## src/rtl/ddr_seq_pkg.sv

```systemverilog
package ddr_seq_pkg;

  // {cs_n, ras_n, cas_n, we_n}
  localparam logic [3:0] CMD_LMR   = 4'b0000;
  localparam logic [3:0] CMD_REF   = 4'b0001;
  localparam logic [3:0] CMD_PRE   = 4'b0010;
  localparam logic [3:0] CMD_ACT   = 4'b0011;
  localparam logic [3:0] CMD_WR    = 4'b0100;
  localparam logic [3:0] CMD_RD    = 4'b0101;
  localparam logic [3:0] CMD_NOP   = 4'b0111;
  localparam logic [3:0] CMD_DESEL = 4'b1111;

  typedef enum logic [3:0] {
    ST_WAIT, ST_IPRE, ST_IREF1, ST_IREF2, ST_IEMR, ST_IMR,
    ST_IDLE, ST_PRE, ST_ACT, ST_COL, ST_RPRE, ST_REF
  } seq_state_t;

  function automatic int max_int(input int a, input int b);
    return (a > b) ? a : b;
  endfunction

  // Base mode word: burst code [2:0], sequential [3], CAS code [6:4]
  function automatic logic [15:0] mode_word(input int burst, input int cas_x2);
    logic [2:0] bl_code;
    logic [2:0] cl_code;
    bl_code = (burst == 8) ? 3'd3 : (burst == 4) ? 3'd2 : 3'd1;
    cl_code = (cas_x2 == 4) ? 3'b010 : (cas_x2 == 5) ? 3'b110 : 3'b011;
    return {9'd0, cl_code, 1'b0, bl_code};
  endfunction

endpackage

```

## src/rtl/ddr_wait_cnt.sv

```systemverilog
module ddr_wait_cnt #(
  parameter int CNT_W   = 16,
  parameter int RST_VAL = 10
) (
  input  logic             clk,
  input  logic             rst_n,
  input  logic             load,
  input  logic [CNT_W-1:0] load_val,
  output logic             done
);
  logic [CNT_W-1:0] cnt_q;
  logic [CNT_W-1:0] cnt_d;
  logic             cnt_en;

  always_comb begin
    cnt_en = load || (cnt_q != '0);
    cnt_d  = load ? load_val : cnt_q - 1'b1;
  end

  always_ff @(posedge clk or negedge rst_n) begin
    if (!rst_n)      cnt_q <= CNT_W'(RST_VAL);
    else if (cnt_en) cnt_q <= cnt_d;
  end

  assign done = (cnt_q <= CNT_W'(1));
endmodule

```

## src/rtl/ddr_ref_timer.sv

```systemverilog
module ddr_ref_timer #(
  parameter int REF_INTERVAL = 1040
) (
  input  logic clk,
  input  logic rst_n,
  input  logic enable,
  input  logic ack,
  output logic pending
);
  localparam int RT_W = $clog2(REF_INTERVAL + 1);

  logic [RT_W-1:0] cnt_q;
  logic [RT_W-1:0] cnt_d;
  logic            pend_d;
  logic            tick;

  always_comb begin
    tick   = enable && (cnt_q == '0);
    cnt_d  = (!enable || tick) ? RT_W'(REF_INTERVAL - 1) : cnt_q - 1'b1;
    pend_d = enable && (tick || (pending && !ack));
  end

  always_ff @(posedge clk or negedge rst_n) begin
    if (!rst_n) begin
      cnt_q   <= RT_W'(REF_INTERVAL - 1);
      pending <= 1'b0;
    end else begin
      cnt_q   <= cnt_d;
      pending <= pend_d;
    end
  end
endmodule

```

## src/rtl/ddr_bank_table.sv

```systemverilog
module ddr_bank_table #(
  parameter int BANK_W = 2,
  parameter int ROW_W  = 13
) (
  input  logic              clk,
  input  logic              rst_n,
  input  logic              open_en,
  input  logic              close_en,
  input  logic              close_all,
  input  logic [BANK_W-1:0] upd_bank,
  input  logic [ROW_W-1:0]  upd_row,
  input  logic [BANK_W-1:0] q_bank,
  input  logic [ROW_W-1:0]  q_row,
  output logic              q_open,
  output logic              q_hit,
  output logic              any_open
);
  localparam int NUM_BANKS = 1 << BANK_W;

  logic [NUM_BANKS-1:0] valid_q;
  logic [ROW_W-1:0]     row_q [NUM_BANKS];

  for (genvar b = 0; b < NUM_BANKS; b++) begin : g_bank
    logic sel;
    logic row_en;
    assign sel    = (upd_bank == BANK_W'(b));
    assign row_en = open_en && sel;

    always_ff @(posedge clk or negedge rst_n) begin
      if (!rst_n)                       valid_q[b] <= 1'b0;
      else if (close_all)               valid_q[b] <= 1'b0;
      else if (close_en && sel)         valid_q[b] <= 1'b0;
      else if (row_en)                  valid_q[b] <= 1'b1;
    end

    always_ff @(posedge clk or negedge rst_n) begin
      if (!rst_n)      row_q[b] <= '0;
      else if (row_en) row_q[b] <= upd_row;
    end
  end

  assign q_open   = valid_q[q_bank];
  assign q_hit    = q_open && (row_q[q_bank] == q_row);
  assign any_open = |valid_q;
endmodule

```

## src/rtl/ddr_cmd_seq.sv

```systemverilog
module ddr_cmd_seq
  import ddr_seq_pkg::*;
#(
  parameter int BANK_W       = 2,
  parameter int ROW_W        = 13,
  parameter int COL_W        = 9,
  parameter int T_RCD        = 3,
  parameter int T_RP         = 3,
  parameter int T_RFC        = 10,
  parameter int T_MRD        = 2,
  parameter int PWRUP_CYC    = 26600,
  parameter int REF_INTERVAL = 1040,
  parameter int BURST_LEN    = 4,
  parameter int CAS_X2       = 5
) (
  input  logic              clk,
  input  logic              rst_n,
  input  logic              req_valid,
  input  logic              req_write,
  input  logic [BANK_W-1:0] req_bank,
  input  logic [ROW_W-1:0]  req_row,
  input  logic [COL_W-1:0]  req_col,
  input  logic              req_autopre,
  output logic              req_grant,
  output logic              cmd_cs_n,
  output logic              cmd_ras_n,
  output logic              cmd_cas_n,
  output logic              cmd_we_n,
  output logic [BANK_W-1:0] cmd_ba,
  output logic [ROW_W-1:0]  cmd_addr
);
  localparam int CNT_W = $clog2(max_int(max_int(PWRUP_CYC, T_RFC),
                                        max_int(max_int(T_RCD, T_RP), T_MRD)) + 1);
  localparam logic [15:0] MODE_WORD = mode_word(BURST_LEN, CAS_X2);
  localparam int AP_BIT = 10;

  // reset: asynchronous assert, synchronous release
  logic [1:0] rst_pipe;
  logic       srst_n;

  always_ff @(posedge clk or negedge rst_n) begin
    if (!rst_n) rst_pipe <= 2'b00;
    else        rst_pipe <= {rst_pipe[0], 1'b1};
  end
  assign srst_n = rst_pipe[1];

  seq_state_t state_q, state_d, ret_q, ret_d;
  logic init_done_q, init_done_d;
  logic lat_write_q, lat_ap_q;
  logic [BANK_W-1:0] lat_bank_q;
  logic [ROW_W-1:0]  lat_row_q;
  logic [COL_W-1:0]  lat_col_q;

  logic             wait_load, wait_done;
  logic [CNT_W-1:0] wait_val;
  logic             tbl_open, tbl_close, tbl_close_all;
  logic             q_open, q_hit, any_open;
  logic             ref_pend, ref_ack;
  logic [3:0]       cmd;

  ddr_wait_cnt #(.CNT_W(CNT_W), .RST_VAL(PWRUP_CYC)) u_wait (
    .clk(clk), .rst_n(srst_n), .load(wait_load), .load_val(wait_val), .done(wait_done)
  );

  ddr_bank_table #(.BANK_W(BANK_W), .ROW_W(ROW_W)) u_banks (
    .clk(clk), .rst_n(srst_n), .open_en(tbl_open), .close_en(tbl_close),
    .close_all(tbl_close_all), .upd_bank(lat_bank_q), .upd_row(lat_row_q),
    .q_bank(req_bank), .q_row(req_row), .q_open(q_open), .q_hit(q_hit),
    .any_open(any_open)
  );

  ddr_ref_timer #(.REF_INTERVAL(REF_INTERVAL)) u_ref (
    .clk(clk), .rst_n(srst_n), .enable(init_done_q), .ack(ref_ack), .pending(ref_pend)
  );

  // next-state and command decode
  always_comb begin
    state_d       = state_q;
    ret_d         = ret_q;
    init_done_d   = init_done_q;
    wait_load     = 1'b0;
    wait_val      = '0;
    tbl_open      = 1'b0;
    tbl_close     = 1'b0;
    tbl_close_all = 1'b0;
    ref_ack       = 1'b0;
    req_grant     = 1'b0;
    cmd           = CMD_NOP;
    cmd_ba        = '0;
    cmd_addr      = '0;
    unique case (state_q)
      ST_WAIT: begin
        if (ret_q == ST_IPRE) cmd = CMD_DESEL;            // power-up wait
        if (wait_done) state_d = ret_q;
      end
      ST_IPRE, ST_RPRE: begin                             // close all
        cmd              = CMD_PRE;
        cmd_addr[AP_BIT] = 1'b1;
        tbl_close_all    = 1'b1;
        wait_load        = 1'b1;
        wait_val         = CNT_W'(T_RP - 1);
        ret_d            = (state_q == ST_IPRE) ? ST_IREF1 : ST_REF;
        state_d          = ST_WAIT;
      end
      ST_IREF1, ST_IREF2, ST_REF: begin
        cmd       = CMD_REF;
        ref_ack   = (state_q == ST_REF);
        wait_load = 1'b1;
        wait_val  = CNT_W'(T_RFC - 1);
        ret_d     = (state_q == ST_IREF1) ? ST_IREF2 :
                    (state_q == ST_IREF2) ? ST_IEMR : ST_IDLE;
        state_d   = ST_WAIT;
      end
      ST_IEMR: begin
        cmd       = CMD_LMR;
        cmd_ba    = BANK_W'(1);
        wait_load = 1'b1;
        wait_val  = CNT_W'(T_MRD - 1);
        ret_d     = ST_IMR;
        state_d   = ST_WAIT;
      end
      ST_IMR: begin
        cmd         = CMD_LMR;
        cmd_addr    = MODE_WORD[ROW_W-1:0];
        wait_load   = 1'b1;
        wait_val    = CNT_W'(T_MRD - 1);
        ret_d       = ST_IDLE;
        init_done_d = 1'b1;
        state_d     = ST_WAIT;
      end
      ST_IDLE: begin
        if (ref_pend) begin
          state_d = any_open ? ST_RPRE : ST_REF;
        end else if (req_valid) begin
          req_grant = 1'b1;
          state_d   = q_hit ? ST_COL : (q_open ? ST_PRE : ST_ACT);
        end
      end
      ST_PRE: begin
        cmd       = CMD_PRE;
        cmd_ba    = lat_bank_q;
        tbl_close = 1'b1;
        wait_load = 1'b1;
        wait_val  = CNT_W'(T_RP - 1);
        ret_d     = ST_ACT;
        state_d   = ST_WAIT;
      end
      ST_ACT: begin
        cmd       = CMD_ACT;
        cmd_ba    = lat_bank_q;
        cmd_addr  = lat_row_q;
        tbl_open  = 1'b1;
        wait_load = 1'b1;
        wait_val  = CNT_W'(T_RCD - 1);
        ret_d     = ST_COL;
        state_d   = ST_WAIT;
      end
      ST_COL: begin
        cmd                   = lat_write_q ? CMD_WR : CMD_RD;
        cmd_ba                = lat_bank_q;
        cmd_addr[COL_W-1:0]   = lat_col_q;
        cmd_addr[AP_BIT]      = lat_ap_q;
        if (lat_ap_q) begin
          tbl_close = 1'b1;
          wait_load = 1'b1;
          wait_val  = CNT_W'(T_RP - 1);
          ret_d     = ST_IDLE;
          state_d   = ST_WAIT;
        end else begin
          state_d   = ST_IDLE;
        end
      end
      default: state_d = ST_IDLE;
    endcase
    {cmd_cs_n, cmd_ras_n, cmd_cas_n, cmd_we_n} = cmd;
  end

  // state registers
  always_ff @(posedge clk or negedge srst_n) begin
    if (!srst_n) begin
      state_q     <= ST_WAIT;
      ret_q       <= ST_IPRE;
      init_done_q <= 1'b0;
    end else begin
      state_q     <= state_d;
      ret_q       <= ret_d;
      init_done_q <= init_done_d;
    end
  end

  // request latch, enabled by the grant
  always_ff @(posedge clk or negedge srst_n) begin
    if (!srst_n) begin
      lat_write_q <= 1'b0;
      lat_ap_q    <= 1'b0;
      lat_bank_q  <= '0;
      lat_row_q   <= '0;
      lat_col_q   <= '0;
    end else if (req_grant) begin
      lat_write_q <= req_write;
      lat_ap_q    <= req_autopre;
      lat_bank_q  <= req_bank;
      lat_row_q   <= req_row;
      lat_col_q   <= req_col;
    end
  end
endmodule

```

## config.mk

```make
export PLATFORM = sky130hd
export DESIGN_NAME = ddr_cmd_seq
export DESIGN_NICKNAME = d
export VERILOG_FILES = /design/src/rtl/ddr_seq_pkg.sv /design/src/rtl/ddr_wait_cnt.sv /design/src/rtl/ddr_ref_timer.sv /design/src/rtl/ddr_bank_table.sv /design/src/rtl/ddr_cmd_seq.sv
export SDC_FILE = /design/constraint.sdc
export NUM_CORES = 1
export LEC_CHECK = 0
export CORE_ASPECT_RATIO = 0.5
export CORE_MARGIN = 10
export CORE_UTILIZATION = 35
export DETAILED_ROUTE_END_ITERATION = 6
export PLACE_DENSITY_LB_ADDON = 0.15
export SLEW_MARGIN = 0
export SYNTH_ARGS = -nofsm -noshare
export SYNTH_HDL_FRONTEND = slang
export SYNTH_HIERARCHICAL = 1
export SYNTH_SLANG_ARGS = --single-unit
```

## constraint.sdc

```tcl
create_clock -name clk -period 4.85 [get_ports clk]
set_input_delay 1.2125 -clock clk [delete_from_list [all_inputs] [get_ports clk]]
set_output_delay 1.2125 -clock clk [all_outputs]
set_load 0.02 [all_outputs]
```

==> results of run 1 <==
==> cells in the mapped netlist (14+ instances only) <==
library cell,instances
inv_1,14
nor2_1,32
mux2_4,19
nand2_1,32
mux2_2,61
a21oi_1,16
xnor2_1,19
dfrtp_1,105
dfstp_2,15
o21ai_0,16
==> flip-flops by register name (all words and copies together) (netlist names), 2 cells and up <==
name	cells
u_banks/valid_q	4
u_banks/row_q	52
state_q	4
ret_q	4
rst_pipe	2
u_wait/cnt_q	15
u_ref/cnt_q	11
lat_row_q	13
lat_bank_q	2
lat_col_q	9
==> per-stage QoR <==
stage / setup slack, ps / cell area [um2] / cells
after CTS: 690 / 7730 / 839
after floorplan: 1290 / 6480 / 543
after global placement: 717 / 7140 / 807
after global routing: 549 / 7730 / 839
after detailed placement: 661 / 7140 / 807
final: 698 / 7730 / 839
==> cell type report <==
type	instances	area, um2	share of cell area (%)
Sequential cell	120	3030	39.1
Multi-Input combinational cell	381	3220	41.6
Inverter	14	52.6	0.679
Tap cell	234	293	3.79
Clock buffer	18	439	5.68
Timing Repair Buffer	58	556	7.18
Clock inverter	14	154	1.99
==> logic make-up after synthesis <==
| kind of cell | count (synthesis) |
|---|---|
| simple gates | 140 |
| flops | 120 |
| mux | 105 |
| compound gates | 95 |
| buf+inv | 42 |
| xor+xnor | 25 |
| fa+ha+maj | 3 |
| other cells | 2 |
==> placed cells by master (no fill, tap or decap), types with 3 or more instances in the layout <==
cell / netlist / layout
nand2_1: 32 / 32
o21a_1: 3 / 3
o31ai_1: 13 / 13
a21oi_1: 16 / 16
nor3_1: 8 / 8
nand2b_1: 8 / 8
nand4_1: 4 / 4
o21ai_0: 16 / 16
a22oi_1: 7 / 7
a211oi_1: 3 / 3
clkdlybuf4s50_1: 0 / 48
o22ai_1: 3 / 3
a21boi_0: 3 / 3
ha_1: 3 / 3
mux2i_1: 13 / 13
mux4_2: 4 / 4
clkbuf_16: 0 / 17
or4_1: 6 / 6
mux4_1: 8 / 8
mux2_4: 19 / 19
dfrtp_1: 105 / 104
xnor2_1: 19 / 19
a21o_1: 6 / 6
dfstp_2: 15 / 15
inv_6: 0 / 4
and2_1: 4 / 4
a31oi_1: 4 / 4
mux2_2: 61 / 61
xor2_1: 6 / 6
buf_4: 0 / 10
nor2_1: 32 / 32
nand3_1: 7 / 7
nor4_4: 3 / 3
conb_1: 2 / 13
inv_1: 14 / 14
nor2b_1: 12 / 12
inv_8: 0 / 5
==> worst paths after layout <==
check | start | endpoint | depth (start not counted)
max in group asynchronous | rst_pipe[1] | ret_q[1] | 1
worst max register to register | state_q[0] | u_wait/cnt_q[1] | 4
worst min-delay path | rst_pipe[0] | rst_pipe[1] | 0
worst min register to register | rst_pipe[0] | rst_pipe[1] | 0
worst max-delay path | req_valid | req_grant | 5
min in group asynchronous | rst_pipe[1] | u_banks/row_q[23] | 0
==> per-layer routing <==
layer  wire (um)  share of wire [%]  GRT usage [%]  vias up
li1            -                  -              -     2072
met1        7310                 49           16.4     2134
met2        7180                 48           21.0       36
met3         332                2.2           2.56       11
met4         141               0.94           4.47        0
met5           0                  0              0        -
==> power by group through the flow <==
stage	registers (mW)	clock network, mW	logic [mW]
finish	1.72	1.27	1.22
global route	1.77	1.35	1.35
CTS	1.72	1.30	1.24
detailed placement	1.73	0	1.23
global placement	1.73	0	1.20
floorplan	1.59	0	1.01
==> flow_metrics.env, run 1 <==
export IMPL_via_per_inst=5.07
export IMPL_yosys_warnings=6
export IMPL_status="completed"
export IMPL_startpoint_type="input pin"
export IMPL_drt_iter0_drc=221
export IMPL_crit_family="buffers and inverters"
export IMPL_area_delta_synth_final_pct=20.1
export IMPL_muxShareOfSynthArea_pct=21.8
export IMPL_diodes=0
export IMPL_crit_fanout=3
export IMPL_grt_pass1_vias=4541
export IMPL_ctsHoldBuffers=0
export IMPL_p_total_mw=4.21
export IMPL_dieWidth_um=212
export IMPL_die_area_mm2=0.0246
export IMPL_dieHeight_um=116
export IMPL_cap_violations=0
export IMPL_min_period_over_period_pct=85.6
export IMPL_fmax_mhz=241
export IMPL_n_fill_cell=1659
export IMPL_wl_per_cell_um=17.8
export IMPL_num_vias=4253
export IMPL_gr_total_overflow=0
export IMPL_nets=624
export IMPL_h_tree_depth=4
export IMPL_synth_area_leaders="dfrtp_1 41%, mux2_2 11%, dfstp_2 6.1%"
export IMPL_place_hpwl_mm=10.2
export IMPL_skew_ps=14.6
export IMPL_synth_xor_area_share_pct=3.40
export IMPL_globalplace_congestion=0.788
export IMPL_drive_above_1_share_pct=26.9
export IMPL_synth_top_family_by_area="multiplexers"
export IMPL_crit_slowest_cell="clkdlybuf4s50_1"
export IMPL_grt_pass1_wl_mm=24.7
export IMPL_avgSynthCellArea_um2=12.1
export IMPL_leakage_nw=3.48
export IMPL_clock_sinks=120
export IMPL_synthAdderAreaFrac_pct=0.583
export IMPL_ctsResizeCount=0
export IMPL_portBuffers=48
export IMPL_drtPass1Iterations=4
export IMPL_synth_edf_count=0
export IMPL_yosysUniqueCellTypes=70
export IMPL_cts_tree="yes"
export IMPL_p_per_area_mw_per_mm2=544
export IMPL_setup_worst_path_end_class="primary output"
export IMPL_std_cell_rows=34
export IMPL_clock_latency_ps=420
export IMPL_min_path_type="reg -> reg"
export IMPL_grt_util_all_layers_pct=12.7
export IMPL_crit_path_cell_trace="clkdlybuf4s50_1 > inv_1 > or3_2 > inv_1 > clkdlybuf4s50_1"
export IMPL_worstMarginPinSlew_ps=929
export IMPL_clk_path_buf_depth=2
export IMPL_arrival_ps=2940
export IMPL_ir_drop_v=0.000235
export IMPL_rrSetupSlack_ps=2150
export IMPL_tns_ps=0
export IMPL_synthCells=532
export IMPL_numCtsBuffers=17
export IMPL_timing_hold_ws_ps=357
export IMPL_crit_type="in -> out"
export IMPL_p_int_mw=2.74
export IMPL_pwr_share_seq_pct=40.8
export IMPL_finalCriticalPeriod_ps=4150
export IMPL_critPathBufInv=4
export IMPL_finalWirelength_mm=15.0
export IMPL_max_stage_delay_ps=600
export IMPL_maxSlewViolCount=0
export IMPL_p_switching_mw=1.47
export IMPL_drtAntennaViolNets=0
export IMPL_cp_required_ps=3640
export IMPL_yosysTopAreaCell="dfrtp_1"
export IMPL_ys_seq_elements=120
export IMPL_synthSimpleGateAreaFrac_pct=12.6
export IMPL_synthFlopType="dfrtp_1"
export IMPL_clkPwrFrac_pct=30.2
export IMPL_finalSetupViolCount=0
export IMPL_synthDominantCellAreaShare_pct=40.8
export IMPL_ys_async_sr_fraction_pct=100
export IMPL_clk_pin_slew_ps=60
export IMPL_start_util_pct=36.4
export IMPL_design_core_area_mm2=0.0177
export IMPL_hold_violations=0
export IMPL_p_sw_share_pct=34.9
export IMPL_drc=0
export IMPL_synth_compound_area_share_pct=10.7
export IMPL_cts_setup_buffers=0
export IMPL_seq_area_frac_synth_pct=46.9
export IMPL_synth_area_mm2=0.00644
export IMPL_final_util_pct=43.7
export IMPL_max_slew_margin_pct=38.1
export IMPL_grt_antenna_before_repair=0
export IMPL_grt_max_degree=61
export IMPL_rsz0062_at_grt="false"
export IMPL_io_pins=49
export IMPL_p_comb_share_pct=29.1
export IMPL_cts_root_buffer="clkbuf_16"
Power figures use the tool's default switching activity.
==> inputs of run 2 (changes only) <==
Settings changed: SKIP_LAST_GASP from default to 1.
==> results of run 2 <==
Final layout, timing and power as in run 1 (identical DEF).
